==> src/rtl/pmw_pkg.sv <==
// Shared types of the write credit and persistence tracker.
package pmw_pkg;
    typedef enum logic [1:0] {
        K_WRITE     = 2'b00,
        K_PWRITE    = 2'b01,
        K_FLUSH_ONE = 2'b10,
        K_FLUSH_ALL = 2'b11
    } req_kind_e;
endpackage

==> src/rtl/pmw_credit.sv <==
// Write credit counter.
// Holds the number of free write-buffer slots on the module. One credit is
// taken per issued write, and returned credits are added in the same cycle.
// The count saturates at CRED_MAX.
// Assumes: take is asserted only while credits is non-zero.
module pmw_credit #(
    parameter int CRED_INIT = 32,
    parameter int CRED_MAX  = 32,
    parameter int CW        = 6,
    parameter int RET_W     = 4
) (
    input  logic             clk,
    input  logic             rst_n,
    input  logic             take,
    input  logic             ret_valid,
    input  logic [RET_W-1:0] ret_count,
    output logic [CW-1:0]    credits
);
    localparam int SW = (CW > RET_W ? CW : RET_W) + 2;

    logic [SW-1:0] sum;

    // Net the returned credits against the taken credit.
    always_comb begin
        sum = SW'(credits) - SW'(take);
        if (ret_valid) sum = sum + SW'(ret_count);
    end

    // Register the count, clipped at the maximum.
    always_ff @(posedge clk) begin
        if (!rst_n)                  credits <= CW'(CRED_INIT);
        else if (sum > SW'(CRED_MAX)) credits <= CW'(CRED_MAX);
        else                          credits <= CW'(sum);
    end

    p_no_overflow_r3: assert property (@(posedge clk) disable iff (!rst_n)
        credits <= CW'(CRED_MAX));
    p_take_one_r2: assert property (@(posedge clk) disable iff (!rst_n)
        take && !ret_valid |=> credits == $past(credits) - 1'b1);
    p_no_take_empty_r2: assert property (@(posedge clk) disable iff (!rst_n)
        credits == '0 |-> !take);
endmodule

==> src/rtl/pmw_group.sv <==
// State of one write group.
// Counts the group's outstanding persistent writes, tracks whether a flush
// is in progress, and records when that flush has been confirmed by a status
// response. The group is persisted when its flush is confirmed and no
// persistent write is outstanding.
// Assumes: flush_set is asserted only while busy is low, and pw_inc only
// while full is low.
module pmw_group #(
    parameter int PEND_W = 4
) (
    input  logic clk,
    input  logic rst_n,
    input  logic pw_inc,
    input  logic pw_dec,
    input  logic flush_set,
    input  logic done_in,
    output logic busy,
    output logic full,
    output logic persisted
);
    logic [PEND_W-1:0] pend;
    logic              ack_seen;

    // Count the outstanding persistent writes.
    always_ff @(posedge clk) begin
        if (!rst_n) pend <= '0;
        else if (pw_inc && !pw_dec) pend <= pend + 1'b1;
        else if (pw_dec && !pw_inc && pend != '0) pend <= pend - 1'b1;
    end

    // Track the flush in progress.
    always_ff @(posedge clk) begin
        if (!rst_n)         busy <= 1'b0;
        else if (flush_set) busy <= 1'b1;
        else if (done_in)   busy <= 1'b0;
    end

    // Record confirmation. A new write or flush withdraws it.
    always_ff @(posedge clk) begin
        if (!rst_n)                  ack_seen <= 1'b0;
        else if (pw_inc || flush_set) ack_seen <= 1'b0;
        else if (busy && done_in)     ack_seen <= 1'b1;
    end

    // Report the group's status.
    always_comb begin
        full      = (pend == '1);
        persisted = ack_seen && (pend == '0);
    end

    p_flush_busy_r6: assert property (@(posedge clk) disable iff (!rst_n)
        flush_set |=> busy);
    p_done_clear_r8: assert property (@(posedge clk) disable iff (!rst_n)
        busy && done_in && !flush_set |=> !busy);
    p_idle_done_r8: assert property (@(posedge clk) disable iff (!rst_n)
        !busy && done_in && !flush_set && !pw_inc |=> !busy && ack_seen == $past(ack_seen));
    p_pend_up_r5: assert property (@(posedge clk) disable iff (!rst_n)
        pw_inc && !pw_dec |=> pend == $past(pend) + 1'b1);
    p_persist_rise_r9: assert property (@(posedge clk) disable iff (!rst_n)
        $rose(persisted) |-> $past(busy && done_in) || $past(pw_dec));
endmodule

==> src/rtl/pmw_issue.sv <==
// Request acceptance and command issue.
// Decides whether the request at its input may go, given the credits held
// and the state of every group. It registers the accepted request onto the
// command outputs and fans out the per-group strobes.
// Assumes: req_group is below NGROUPS.
module pmw_issue
    import pmw_pkg::*;
#(
    parameter int NGROUPS = 8,
    parameter int GW      = 3
) (
    input  logic               clk,
    input  logic               rst_n,
    input  logic               req_valid,
    input  logic [1:0]         req_kind,
    input  logic [GW-1:0]      req_group,
    input  logic               credit_ok,
    input  logic [NGROUPS-1:0] busy,
    input  logic [NGROUPS-1:0] full,
    output logic               req_ready,
    output logic               take,
    output logic [NGROUPS-1:0] pw_inc,
    output logic [NGROUPS-1:0] flush_set,
    output logic               cmd_valid,
    output logic [1:0]         cmd_kind,
    output logic [GW-1:0]      cmd_group
);
    logic accept;

    // Work out whether the current request may go.
    always_comb begin
        case (req_kind_e'(req_kind))
            K_WRITE:     req_ready = credit_ok;
            K_PWRITE:    req_ready = credit_ok && !full[req_group];
            K_FLUSH_ONE: req_ready = !busy[req_group];
            default:     req_ready = (busy == '0);
        endcase
        accept = req_valid && req_ready;
        take   = accept && (req_kind == K_WRITE || req_kind == K_PWRITE);
    end

    // Decode the per-group strobes of an accepted request.
    always_comb begin
        pw_inc    = '0;
        flush_set = '0;
        if (accept) begin
            if (req_kind == K_PWRITE)    pw_inc[req_group]    = 1'b1;
            if (req_kind == K_FLUSH_ONE) flush_set[req_group] = 1'b1;
            if (req_kind == K_FLUSH_ALL) flush_set            = '1;
        end
    end

    // Register the accepted request as the outgoing command.
    always_ff @(posedge clk) begin
        if (!rst_n) begin
            cmd_valid <= 1'b0;
            cmd_kind  <= 2'b00;
            cmd_group <= '0;
        end else begin
            cmd_valid <= accept;
            cmd_kind  <= req_kind;
            if (req_kind == K_PWRITE || req_kind == K_FLUSH_ONE) cmd_group <= req_group;
            else                                                 cmd_group <= '0;
        end
    end

    p_hold_r2: assert property (@(posedge clk) disable iff (!rst_n)
        req_valid && !req_kind[1] && !credit_ok |-> !req_ready);
    p_cmd_r4: assert property (@(posedge clk) disable iff (!rst_n)
        req_valid && req_ready |=> cmd_valid && cmd_kind == $past(req_kind));
    p_flush_stall_r7: assert property (@(posedge clk) disable iff (!rst_n)
        req_valid && req_kind == K_FLUSH_ALL && busy != '0 |-> !req_ready);
endmodule

==> src/rtl/pmw_tracker.sv <==
// Write credit and persistence tracker (top).
// Governs host writes to a module with buffered slow-media writes. It holds
// write credits, issues writes, persistent writes and flushes, and reports
// per-group persistency from status responses and persistent-write
// completions.
// Assumes: pw_ack arrives only for groups with outstanding persistent writes.
module pmw_tracker #(
    parameter int  NGROUPS   = 8,
    parameter int  CRED_INIT = 32,
    parameter int  CRED_MAX  = 32,
    parameter int  RET_W     = 4,
    parameter int  PEND_W    = 4,
    localparam int GW        = (NGROUPS > 1) ? $clog2(NGROUPS) : 1,
    localparam int CW        = $clog2(CRED_MAX + 1)
) (
    input  logic               clk,
    input  logic               rst_n,
    input  logic               req_valid,
    input  logic [1:0]         req_kind,
    input  logic [GW-1:0]      req_group,
    output logic               req_ready,
    output logic               cmd_valid,
    output logic [1:0]         cmd_kind,
    output logic [GW-1:0]      cmd_group,
    input  logic               rsp_valid,
    input  logic               rsp_is_status,
    input  logic [RET_W-1:0]   rsp_credits,
    input  logic [NGROUPS-1:0] rsp_flush_done,
    input  logic               pw_ack_valid,
    input  logic [GW-1:0]      pw_ack_group,
    output logic [CW-1:0]      credits,
    output logic [NGROUPS-1:0] flush_busy,
    output logic [NGROUPS-1:0] persisted
);
    logic               take;
    logic [NGROUPS-1:0] pw_inc;
    logic [NGROUPS-1:0] flush_set;
    logic [NGROUPS-1:0] full;

    pmw_credit #(
        .CRED_INIT(CRED_INIT), .CRED_MAX(CRED_MAX), .CW(CW), .RET_W(RET_W)
    ) u_credit (
        .clk(clk), .rst_n(rst_n), .take(take),
        .ret_valid(rsp_valid), .ret_count(rsp_credits), .credits(credits)
    );

    pmw_issue #(.NGROUPS(NGROUPS), .GW(GW)) u_issue (
        .clk(clk), .rst_n(rst_n),
        .req_valid(req_valid), .req_kind(req_kind), .req_group(req_group),
        .credit_ok(credits != '0), .busy(flush_busy), .full(full),
        .req_ready(req_ready), .take(take), .pw_inc(pw_inc), .flush_set(flush_set),
        .cmd_valid(cmd_valid), .cmd_kind(cmd_kind), .cmd_group(cmd_group)
    );

    for (genvar g = 0; g < NGROUPS; g++) begin : g_grp
        pmw_group #(.PEND_W(PEND_W)) u_group (
            .clk(clk), .rst_n(rst_n),
            .pw_inc(pw_inc[g]),
            .pw_dec(pw_ack_valid && (pw_ack_group == GW'(g))),
            .flush_set(flush_set[g]),
            .done_in(rsp_valid && rsp_is_status && rsp_flush_done[g]),
            .busy(flush_busy[g]), .full(full[g]), .persisted(persisted[g])
        );
    end

    p_read_ignored_r10: assert property (@(posedge clk) disable iff (!rst_n)
        rsp_valid && !rsp_is_status && !pw_ack_valid && !req_valid |=> $stable(flush_busy) && $stable(persisted));
endmodule

==> config.mk <==
export PLATFORM = sky130hd
export DESIGN_NAME = pmw_tracker
export DESIGN_NICKNAME = d
export VERILOG_FILES = /design/src/rtl/pmw_pkg.sv /design/src/rtl/pmw_credit.sv /design/src/rtl/pmw_group.sv /design/src/rtl/pmw_issue.sv /design/src/rtl/pmw_tracker.sv
export SDC_FILE = /design/constraint.sdc
export NUM_CORES = 1
export LEC_CHECK = 0
export BUFFER_PORTS_ARGS = -buffer_cell sky130_fd_sc_hd__buf_2
export CORE_ASPECT_RATIO = 0.6
export CORE_UTILIZATION = 40
export CTS_CLUSTER_SIZE = 30
export DETAILED_ROUTE_END_ITERATION = 7
export GPL_ROUTABILITY_DRIVEN = 0
export SYNTH_ARGS = -nofsm -noshare
export SYNTH_HDL_FRONTEND = slang
export SYNTH_HIERARCHICAL = 1
export SYNTH_SLANG_ARGS = --single-unit
==> constraint.sdc <==
create_clock -name clk -period 9.4 [get_ports clk]
set_input_delay 2.82 -clock clk [delete_from_list [all_inputs] [get_ports clk]]
set_output_delay 2.82 -clock clk [all_outputs]
set_load 0.01 [all_outputs]
# ---- Word-level counts from Yosys, hierarchy flattened
# Cells that the tools add are included.
# W data, S select, Z words.
dict set report classes {
  n_eq_ne 18
  bitwise_logic 1
  add_sub_neg 18
  order_cmp 3
  reduce_logical 135
  muxes 45
}
# operator n
set ops {}
lappend ops {{$mux W4} 16}
lappend ops {{$logic_and A1 B1 Y1} 61}
lappend ops {{$mux W8} 6}
lappend ops {{$add A4 B1 Y4 const B} 8}
lappend ops {{$eq A4 B4 Y1 const B} 8}
lappend ops {{$logic_not A4 Y1} 8}
lappend ops {{$reduce_bool A2 Y1} 16}
lappend ops {{$reduce_bool A4 Y1} 8}
lappend ops {{$sub A4 B1 Y4 const B} 8}
lappend ops {{$mux W1} 19}
lappend ops {{$logic_not A1 Y1} 18}
lappend ops {{$reduce_or A2 Y1} 9}
lappend ops {{$eq A3 B3 Y1 const B} 4}
lappend ops {{$logic_or A1 B1 Y1} 10}
lappend ops {{$add A8 B4 Y8} 1}
lappend ops {{$gt A8 B6 Y1 const B} 1}
lappend ops {{$logic_not A8 Y1} 1}
lappend ops {{$sub A6 B1 Y7} 1}
lappend ops {{$bmux W1 S3} 2}
lappend ops {{$eq A3 B2 Y1 const B} 2}
lappend ops {{$reduce_bool A6 Y1} 1}
lappend ops {{$eq A2 B2 Y1 const B} 2}
lappend ops {{$lt A3 B4 Y1 const B} 1}
lappend ops {{$demux W1 S3} 1}
lappend ops {{8 further kinds} 8}
dict set report totals {
  output_inout_bits 29
  reg_bits 60
  elab_cells 248
}

# ---- Longest topological paths before layout
# Gate-level depths: netlist (run 1).
dict set report depth {
  ltp_word 13
  mapped_depth 19
}

# ---- Hierarchy
# Netlist (run 1), hierarchy kept.
# mod seq_area_each_um2 area_each_um2 n_inst cells_each
set modules_own_cells {}
lappend modules_own_cells {{pmw_group (g_grp[0].u_group ...)} 120.1 350.3 5 34}
lappend modules_own_cells {{pmw_group (g_grp[2].u_group ...)} 120.1 374.1 3 35}
lappend modules_own_cells {pmw_issue 120.1 669.4 1 85}
lappend modules_own_cells {pmw_credit 120.1 661.9 1 76}
lappend modules_own_cells {pmw_tracker 0.0 137.6 1 24}

# ---- Worst setup path after synthesis (run 1)
# OpenSTA, ideal clock, no wires.
dict set report synth_path {
  kind {input port to output port}
  startpoint {input port req_group[1]}
  endpoint {output port req_ready}
  path_slack_ns 2.283
  path_buffers 1
  arrival_ns 4.297
  path_stages 6
  cell_sequence {buf_2 -> mux4_2 -> mux2_2 -> or3_1 -> and3_1 -> inv_1}
}
dict set report synth_via {
  elab_chain_len 5
  elab_cells_between_ends 8
}
# element line_no
set synth_lines {}
lappend synth_lines {{start, declared} pmw_tracker.sv:20} ;# input logic [GW-1:0] req_group,
lappend synth_lines {{$bmux W1 S3} pmw_issue.sv:34} ;# K_PWRITE: req_ready = credit_ok && !full[req_group];
lappend synth_lines {{$mux W1 (implied by the code)} pmw_issue.sv:34}
lappend synth_lines {{$logic_not A1 Y1} pmw_issue.sv:34}
lappend synth_lines {{$logic_and A1 B1 Y1} pmw_issue.sv:34}
lappend synth_lines {{$pmux W1 S3 *} pmw_issue.sv:32} ;# case (req_kind_e'(req_kind))
lappend synth_lines {{end, declared} pmw_tracker.sv:21} ;# output logic req_ready,
# Every way passes the cells marked *; elsewhere a longest branch is shown, timed or not. The select of a mux whose other input is x is not followed.

# ---- Worst setup path after layout (run 1)
# Same ends and word-level chain as after synthesis.

==> results.toml, run 1 <==
[die]
placementRows = 29
dieWidth_um = 137
ios = 55
start_util_pct = 41.1
die_y_um = 82.7
core_area_um2 = 10600
dieArea_um2 = 11300

[layout]
fin_nets = 580
fin_area_um2 = 5050
drive_gt1_share_pct = 23.9
areaGrowthSynthToFinish_pct = 16.2
multi_input_area_um2 = 3040
n_fill_cell = 1013
layout.area.seq_um2 = 1200
fin_cells = 661
antennaDiodeCount = 0

[timing]
slew_headroom_pct = 53.5
finalSetupViolCount = 0
final_max_slew_viol_count = 0
skew_ps = 8.72
tightest_slew_ps = 697
finalHoldViolCount = 0
finalSetupTns_ps = 0
period_minus_slack_ps = 7480
fmax_ghz = 0.134
rsz0062_at_grt = "no"
period_share_pct = 79.6

[clock_tree]
clk_pin_slew_ps = 50
clock_path_buffers = 2
holdBufCountCts = 0
cts_buffers = 9
post_cts_resized = 0
clock_latency_ps = 330
post_cts_buffers = 0
cts_tree = "yes"
cts_root_buffer = "clkbuf_16"
htree_levels = 3
clkSinkCount = 60

[worst_setup_path]
path_cells = "buf_2, mux4_2, mux2_2, or3_1, and3_1, inv_1, buf_2"
start_kind = "input port"
crit_family = "multiplexers"
max_stage_delay_ps = 540
crit_required_ps = 6580
crit_slowest_cell = "mux4_2"
crit_path_end_kind = "primary output"
crit_top_cell = "buf_2"
critPathKind = "in -> out"
arrival_ps = 4660
path_max_fanout = 15
cp_num_buf_inv = 3

[outcome]
outcome = "finished, final reports clean"

[place]
portBuffers = 54
placed_cells = 645
dpl_cell_area_um2 = 4740
place_hpwl_um = 8120

[yosys]
synthesis.area_um2 = 4340
ys_seq_area_share_pct = 27.7
synth-seq-cells = 60
synth_area_per_cell_um2 = 9.44
async_reset_ff_share_pct = 0
synth_cell_types = 64
synth-edff-count = 0
synthCells = 460
synth_nets = 523
synth_top_flop_cell = "dfxtp_1"
yosysWarnings = 6

[routing]
post_drt_wl_per_cell_um = 16.2
drtAntennaViolNets = 0
drt_first_pass_iters = 5
drt-initial-drc-count = 266
drc_errors = 0
routed_wl_um = 10700
drt-met1-wl_um = 5650
wl_met2_um = 4400
num_vias = 3624
dr_wl_met3_um = 526
vias_per_cell = 5.48
highest_layer = "met4"

[grt]
grt_max_degree = 55
grt_pass1_wl_um = 17400
track_usage_pct = 20.4
first_global_vias = 3291
grt_antenna_before_repair = 0
overflow = 0

[power_and_ir_drop]
p_leak_nw = 2.21
power_density_nw_per_um2 = 145
vdd_ir_drop_max_mv = 0.0802

[run]
max-cap-violations = 0

[min_path]
hp-class = "reg -> reg"
## area by class of cell
cell class / count / area share, %
multi-input cells: 377 / 60.2
clock buffers: 12 / 5.08
flip-flops and latches: 60 / 23.8
repair buffers: 55 / 5.50
inverters: 14 / 1.04
clock inverters: 4 / 0.942
well taps: 139 / 3.45
## cell families after synthesis
kind of cell	share of synthesized area (%)
multiplexers	2.30
AO/OA/AOI/OAI	17.4
XOR/XNOR	5.16
adder cells (fa/ha/maj)	12.2
AND/OR/NAND/NOR	32.8
flip-flops	27.7
buffers and inverters	2.39
## path summary, 6_finish.rpt
path	start	endpoint	slack, ps	cells past startpoint
worst max-delay path	req_group[1]	req_ready	1920	7
worst min-delay path	g_grp[4].u_group/ack_seen	g_grp[4].u_group/ack_seen	530	2
worst max register to register	g_grp[7].u_group/pend[0]	u_credit/credits[1]	4800	16
worst min register to register	g_grp[4].u_group/ack_seen	g_grp[4].u_group/ack_seen	530	2
## state kept, by name, summed over array words and instances, names as in the netlist
name	flops
u_issue/cmd_kind	2
u_credit/credits	6
g_grp.u_group/busy	8
u_issue/cmd_group	3
u_issue/cmd_valid	1
g_grp.u_group/ack_seen	8
g_grp.u_group/pend	32
## layer usage
metal	track usage (%)	vias up
met5	0	-
met4	5.78	0
met3	4.88	13
met2	28.8	80
met1	30.2	1721
li1	-	1810
## synthesized netlist by cell type (4+ instances only)
cell / instances / area (um^2)
and3_1: 12 / 75.1
o21ai_0: 10 / 50.1
nor2b_1: 10 / 62.6
o21a_1: 10 / 75.1
a31oi_1: 5 / 31.3
nand2_1: 28 / 105
and3b_1: 9 / 78.8
ha_1: 28 / 350
fa_1: 9 / 180
inv_1: 14 / 52.6
and2_2: 5 / 37.5
dfxtp_1: 60 / 1200
o21ai_2: 8 / 70.1
a21boi_0: 6 / 45.0
nand2b_1: 20 / 125
nor4_4: 8 / 170
nor4b_1: 9 / 78.8
nand3_1: 17 / 85.1
nor4bb_1: 5 / 50.1
a21o_1: 4 / 30.0
nor4_1: 4 / 25.0
and2_1: 11 / 68.8
o211a_1: 8 / 80.1
and4_2: 8 / 80.1
a21oi_1: 29 / 145
xor2_1: 11 / 96.3
nor2_1: 29 / 109
nor3_1: 15 / 75.1
xnor2_1: 9 / 78.8
## metrics by stage
stage                     hold slack [ps]  utilization, %  worst slack, ps  total power, W
after floorplan                       488               -             2280        0.000366
after detailed placement              514            44.9             1960        0.000403
after CTS                             523            47.8             1950        0.000738
final                                 526            47.8             1920        0.000734
after global routing                  554            47.8             1840        0.000770
after global placement                510            44.9             1990        0.000401
## worst register-to-register path: stages, from the launching register on
cell	delay, ps
dfxtp_1	380
and4_2	310
mux4_2	480
a22o_1	180
or3_1	380
a31o_1	420
nor2_1	250
ha_1	270
inv_1	90
ha_1	190
inv_1	60
fa_1	420
nand2b_1	180
a21oi_2	200
nor3_1	80
o32ai_1	460
a211oi_1	140
## placed cells by master, fill, tap and decap left out, drive strengths merged, types with 3 or more instances in the layout
cell type and instances:
nand2b 21, a2111oi 3, a31oi 5, o21a 10, nor3b 4, nor4 15, clkbuf 12, inv 14
a21oi 31, or3 3, nor2 30, and3 12, ha 28, nor3 16, o21ai 18, xor2 13
and3b 9, nand2 29, buf 55, nor4bb 5, nand3 17, a21boi 9, mux4 3, a211oi 3
nor4b 11, and2 16, nor2b 10, xnor2 10, fa 9, dfxtp 60, and4 9, o211a 8
a21o 5
## report_power, final
group	internal [W]	leakage [nW]	switching, W
combinational	0.0000537	1.58	0.0000723
clock	0.000218	0.149	0.000116
sequential	0.000262	0.486	0.0000111
total	0.000535	2.21	0.000199
Note: power is estimated with default switching activity, not from simulation.
==> run 2, diff against run 1 <==
==> constraint.sdc (replaced) <==
create_clock -name clk -period 7.7 [get_ports clk]
set_input_delay 2.31 -clock clk [delete_from_list [all_inputs] [get_ports clk]]
set_output_delay 2.31 -clock clk [all_outputs]
set_load 0.01 [all_outputs]
==> run 2 against run 1 <==
Effect of this change: power increased by 14%; largest power group unchanged; sequential power up 22%; wire length fell by 0.51%; hold slack worse by 3.5 ps; critical path depth is the same; non-clock buffer count did not move; cell area shrank 1.0%; critical path type unchanged; sequential share of layout area rose by 0.25 points; critical endpoint unchanged; highest routed layer unchanged; count of clock-buffer cells in the layout stayed put; core utilization shrank 0.50 points; global-route usage decreased by 0.054 points; via count shrank 0.91%.
==> results.toml, run 2 (synthesized netlist as in run 1, its figures left out) <==
[outcome]
outcome = "finished, final reports clean"

[grt]
overflow = 0
track_usage_pct = 20.4
grt_antenna_before_repair = 0
first_global_vias = 3320
grt_pass1_wl_um = 17300
grt_max_degree = 55

[worst_setup_path]
path_max_fanout = 15
start_kind = "input port"
cp_num_buf_inv = 3
crit_slowest_cell = "mux4_2"
crit_family = "multiplexers"
critPathKind = "in -> out"
max_stage_delay_ps = 560
arrival_ps = 4130
crit_path_end_kind = "primary output"
ff2ff_setup_slack_ps = 3060
crit_top_cell = "buf_2"
r2r-start = "g_grp[3].u_group/pend[0]"
crit_required_ps = 5390
reg2reg_to = "u_credit/credits[0]"
crit_start = "req_group[1]"
path_cells = "buf_2, mux4_2, mux2_2, or3_1, and3_1, inv_1, buf_2"
rr_worst_depth = 15

[layout]
largest_reg_flops = 32
fin_nets = 580
reg_top3 = "g_grp.u_group/pend (32), g_grp.u_group/ack_seen (8), g_grp.u_group/busy (8)"
multi_input_area_um2 = 3040
most-common-layout-cells = "dfxtp_1 (60), buf_2 (54), nor2_1 (29), a21oi_1 (29)"
layout.area.seq_um2 = 1200
regMostFlops = "g_grp.u_group/pend"
drive_gt1_share_pct = 23.4
final_common_cell = "dfxtp_1"
n_fill_cell = 1009
antennaDiodeCount = 0
areaGrowthSynthToFinish_pct = 15.0

[routing]
drc_errors = 0
drt-initial-drc-count = 203
num_vias = 3591
drt_first_pass_iters = 4
vias_per_cell = 5.44
post_drt_wl_per_cell_um = 16.1
drtAntennaViolNets = 0
routed_wl_um = 10600

[run]
max-cap-violations = 0

[timing]
finalSetupViolCount = 0
finalHoldViolCount = 0
fmax_ghz = 0.155
period_share_pct = 83.7
skew_ps = 5.82
tightest_slew_ps = 704
period_minus_slack_ps = 6440
finalSetupTns_ps = 0
final_max_slew_viol_count = 0
rsz0062_at_grt = "no"
setup_ws_ps = 1260
slew_headroom_pct = 53.1

[power_and_ir_drop]
power_density_nw_per_um2 = 168
fin_total_pwr_w = 0.000837
p_leak_nw = 2.19
vdd_ir_drop_max_mv = 0.121

[clock_tree]
cts_tree = "yes"
clk_pin_slew_ps = 50
post_cts_buffers = 0
clock_latency_ps = 330
cts_root_buffer = "clkbuf_16"
clock_path_buffers = 2
htree_levels = 3
clkSinkCount = 60
holdBufCountCts = 0
cts_buffers = 9
post_cts_resized = 0

[die]
ios = 55
placementRows = 29
start_util_pct = 41.1
die_y_um = 82.7
dieArea_um2 = 11300
core_area_um2 = 10600
dieWidth_um = 137

[place]
place_hpwl_um = 8110
place_ws_ps = 1130
portBuffers = 54

[min_path]
holdPathEnd = "g_grp[3].u_group/ack_seen"
worstHoldStart = "g_grp[3].u_group/ack_seen"
hp-class = "reg -> reg"
hold_depth = 2
## run 2: per-layer routing
metal  global-route usage [%]  part of all wire [%]  vias to the layer above
met5                        0                     0                        -
met4                     6.00                   1.1                        0
met3                     6.41                   6.4                       15
met2                     28.6                    40                       78
met1                     29.2                    52                     1693
li1                         -                     -                     1805
## run 2: cell type report
| class | count | area share (%) |
|---|---|---|
| inverter | 14 | 1.05 |
| clock buffer | 12 | 4.73 |
| tap | 139 | 3.48 |
| sequential | 60 | 24.0 |
| timing repair buffer | 55 | 5.56 |
| clock inverter | 3 | 0.301 |
| multi-input combinational | 377 | 60.8 |
## run 2: through the flow
stage / util [%] / instance area [um^2] / std cells / hold WS [ps]
final: 47.3 / 4990 / 660 / 523
after global placement: 44.9 / 4740 / 645 / 511
after CTS: 47.3 / 4990 / 660 / 523
after detailed placement: 44.9 / 4740 / 645 / 515
after floorplan: - / 4340 / 460 / 488
after global routing: 47.3 / 4990 / 660 / 539
## run 2: worst min-delay path: stages, from the launching register on
cell and delay [ps]:
dfxtp_1 310, a21oi_1 110, nor4b_1 60
## run 2: report_power, final
part,total (W),internal (W),switching (W),leakage [nW]
registers,0.000334,0.000321,0.0000137,0.486
logic,0.000155,0.0000656,0.0000893,1.58
clock network,0.000348,0.000214,0.000134,0.126
## run 2: how the worst max path moves through the flow
stage | end | slack, ps | cells after the start
floorplan | req_ready | 1600 | 6
global placement | req_ready | 1310 | 7
detailed placement | u_credit/credits[0] | 1130 | 15
CTS | req_ready | 1260 | 7
global route | u_credit/credits[0] | 1090 | 15
finish | req_ready | 1260 | 7
==> run 3, diff against run 2 <==
==> constraint.sdc (replaced) <==
create_clock -name clk -period 5.9 [get_ports clk]
set_input_delay 1.77 -clock clk [delete_from_list [all_inputs] [get_ports clk]]
set_output_delay 1.77 -clock clk [all_outputs]
set_load 0.01 [all_outputs]
==> run 3 against run 2 <==
Effect of this change: cell count up 0.61%; power up 47%; via count up 1.3%; non-clock buffer count up 3; hold slack better by 14 ps; combinational power up 31%; sequential share of layout area down 0.51 points; worst setup slack worse by 850 ps; die area unchanged; sequential power up 31%; critical endpoint is now u_credit/credits[1]; highest routed layer unchanged.
==> results.toml, run 3 (synthesized netlist as in run 1, its figures left out) <==
[layout]
fin_nets = 583
largest_reg_flops = 32
reg_top3 = "g_grp.u_group/pend (32), g_grp.u_group/ack_seen (8), g_grp.u_group/busy (8)"
final_common_cell = "dfxtp_1"
fin_cells = 664
n_fill_cell = 988
fin_area_um2 = 5100
multi_input_area_um2 = 3040
areaGrowthSynthToFinish_pct = 17.5
regMostFlops = "g_grp.u_group/pend"
layout.area.seq_um2 = 1200
antennaDiodeCount = 0
drive_gt1_share_pct = 24.6
most-common-layout-cells = "dfxtp_1 (60), buf_2 (54), nor2_1 (29), a21oi_1 (29)"

[routing]
num_vias = 3637
drt-initial-drc-count = 214
drc_errors = 0
vias_per_cell = 5.48
routed_wl_um = 10700
post_drt_wl_per_cell_um = 16.1
drtAntennaViolNets = 0
drt_first_pass_iters = 5

[min_path]
hp-class = "reg -> reg"

[worst_setup_path]
start_kind = "input port"
arrival_ps = 5690
crit_required_ps = 6090
path_max_fanout = 15
crit_path_end_kind = "flop"
critPathKind = "in -> reg"

[clock_tree]
clock_path_buffers = 2
clk_pin_slew_ps = 60
cts_tree = "yes"
post_cts_buffers = 0
post_cts_resized = 0
clkSinkCount = 60
clock_latency_ps = 330
cts_root_buffer = "clkbuf_16"
cts_buffers = 9
htree_levels = 3
holdBufCountCts = 0

[place]
place_ws_ps = 142
placed_cells = 648
portBuffers = 54
dpl_cell_area_um2 = 4770
place_hpwl_um = 8070

[timing]
finalSetupViolCount = 0
tightest_slew_ps = 527
setup_ws_ps = 404
period_minus_slack_ps = 5500
finalSetupTns_ps = 0
final_max_slew_viol_count = 0
period_share_pct = 93.2
slew_headroom_pct = 64.9
rsz0062_at_grt = "no"
skew_ps = 10.1
fmax_ghz = 0.182
finalHoldViolCount = 0

[grt]
grt_max_degree = 55
overflow = 0
grt_pass1_wl_um = 17400
first_global_vias = 3343
track_usage_pct = 20.3
grt_antenna_before_repair = 0

[die]
placementRows = 29
ios = 55
dieWidth_um = 137
core_area_um2 = 10600
start_util_pct = 41.1
die_y_um = 82.7
dieArea_um2 = 11300

[power_and_ir_drop]
power_density_nw_per_um2 = 241
fin_total_pwr_w = 0.00123
p_leak_nw = 2.24
vdd_ir_drop_max_mv = 0.148

[outcome]
outcome = "finished, final reports clean"

[run]
max-cap-violations = 0
==> run 3: stage by stage <==
step                      util (%)  hold WS, ps
after global placement        45.1          508
final                         48.3          537
after CTS                     48.3          531
after detailed placement      45.1          517
after global routing          48.3          557
after floorplan                  -          488
==> run 3: final cells by class <==
type                            instances  share of cell area [%]
Inverter                               14                    1.03
Multi-Input combinational cell        377                    59.5
Clock inverter                          4                    1.37
Tap cell                              139                    3.41
Sequential cell                        60                    23.5
Clock buffer                           12                    5.22
Timing Repair Buffer                   58                    5.89
==> run 3: worst paths after layout <==
| path | from | slack [ps] | cells after the start | to |
|---|---|---|---|---|
| setup reg to reg | g_grp[3].u_group/pend[0] | 1540 | 16 | u_credit/credits[1] |
| hold reg to reg | g_grp[4].u_group/ack_seen | 540 | 2 | g_grp[4].u_group/ack_seen |
| hold / removal | g_grp[4].u_group/ack_seen | 540 | 2 | g_grp[4].u_group/ack_seen |
| setup / recovery | req_group[1] | 400 | 16 | u_credit/credits[1] |
==> run 3: per-layer routing <==
layer | routed length [um] | GRT usage [%] | up-vias
met2 | 4340 | 28.3 | 91
met3 | 606 | 5.74 | 12
met4 | 94 | 5.78 | 0
li1 | - | - | 1816
met5 | 0 | 0 | -
met1 | 5680 | 29.8 | 1718
==> run 3: report_power, final <==
part | total, W | switching, W | internal [W]
registers | 0.000437 | 0.0000189 | 0.000418
logic | 0.000203 | 0.000116 | 0.0000864
clock network | 0.000592 | 0.000189 | 0.000403
==> run 3: worst max-delay path, cell delays in order <==
cell      delay, ps
buf_2           280
mux4_2          530
mux2_2          260
or3_1           320
a31o_1          250
nor2_1          160
ha_1            270
inv_1            90
ha_1            190
inv_1            60
fa_1            410
nand2b_1        180
a21oi_2         260
nor3_1           80
o32ai_1         420
a211oi_1        140
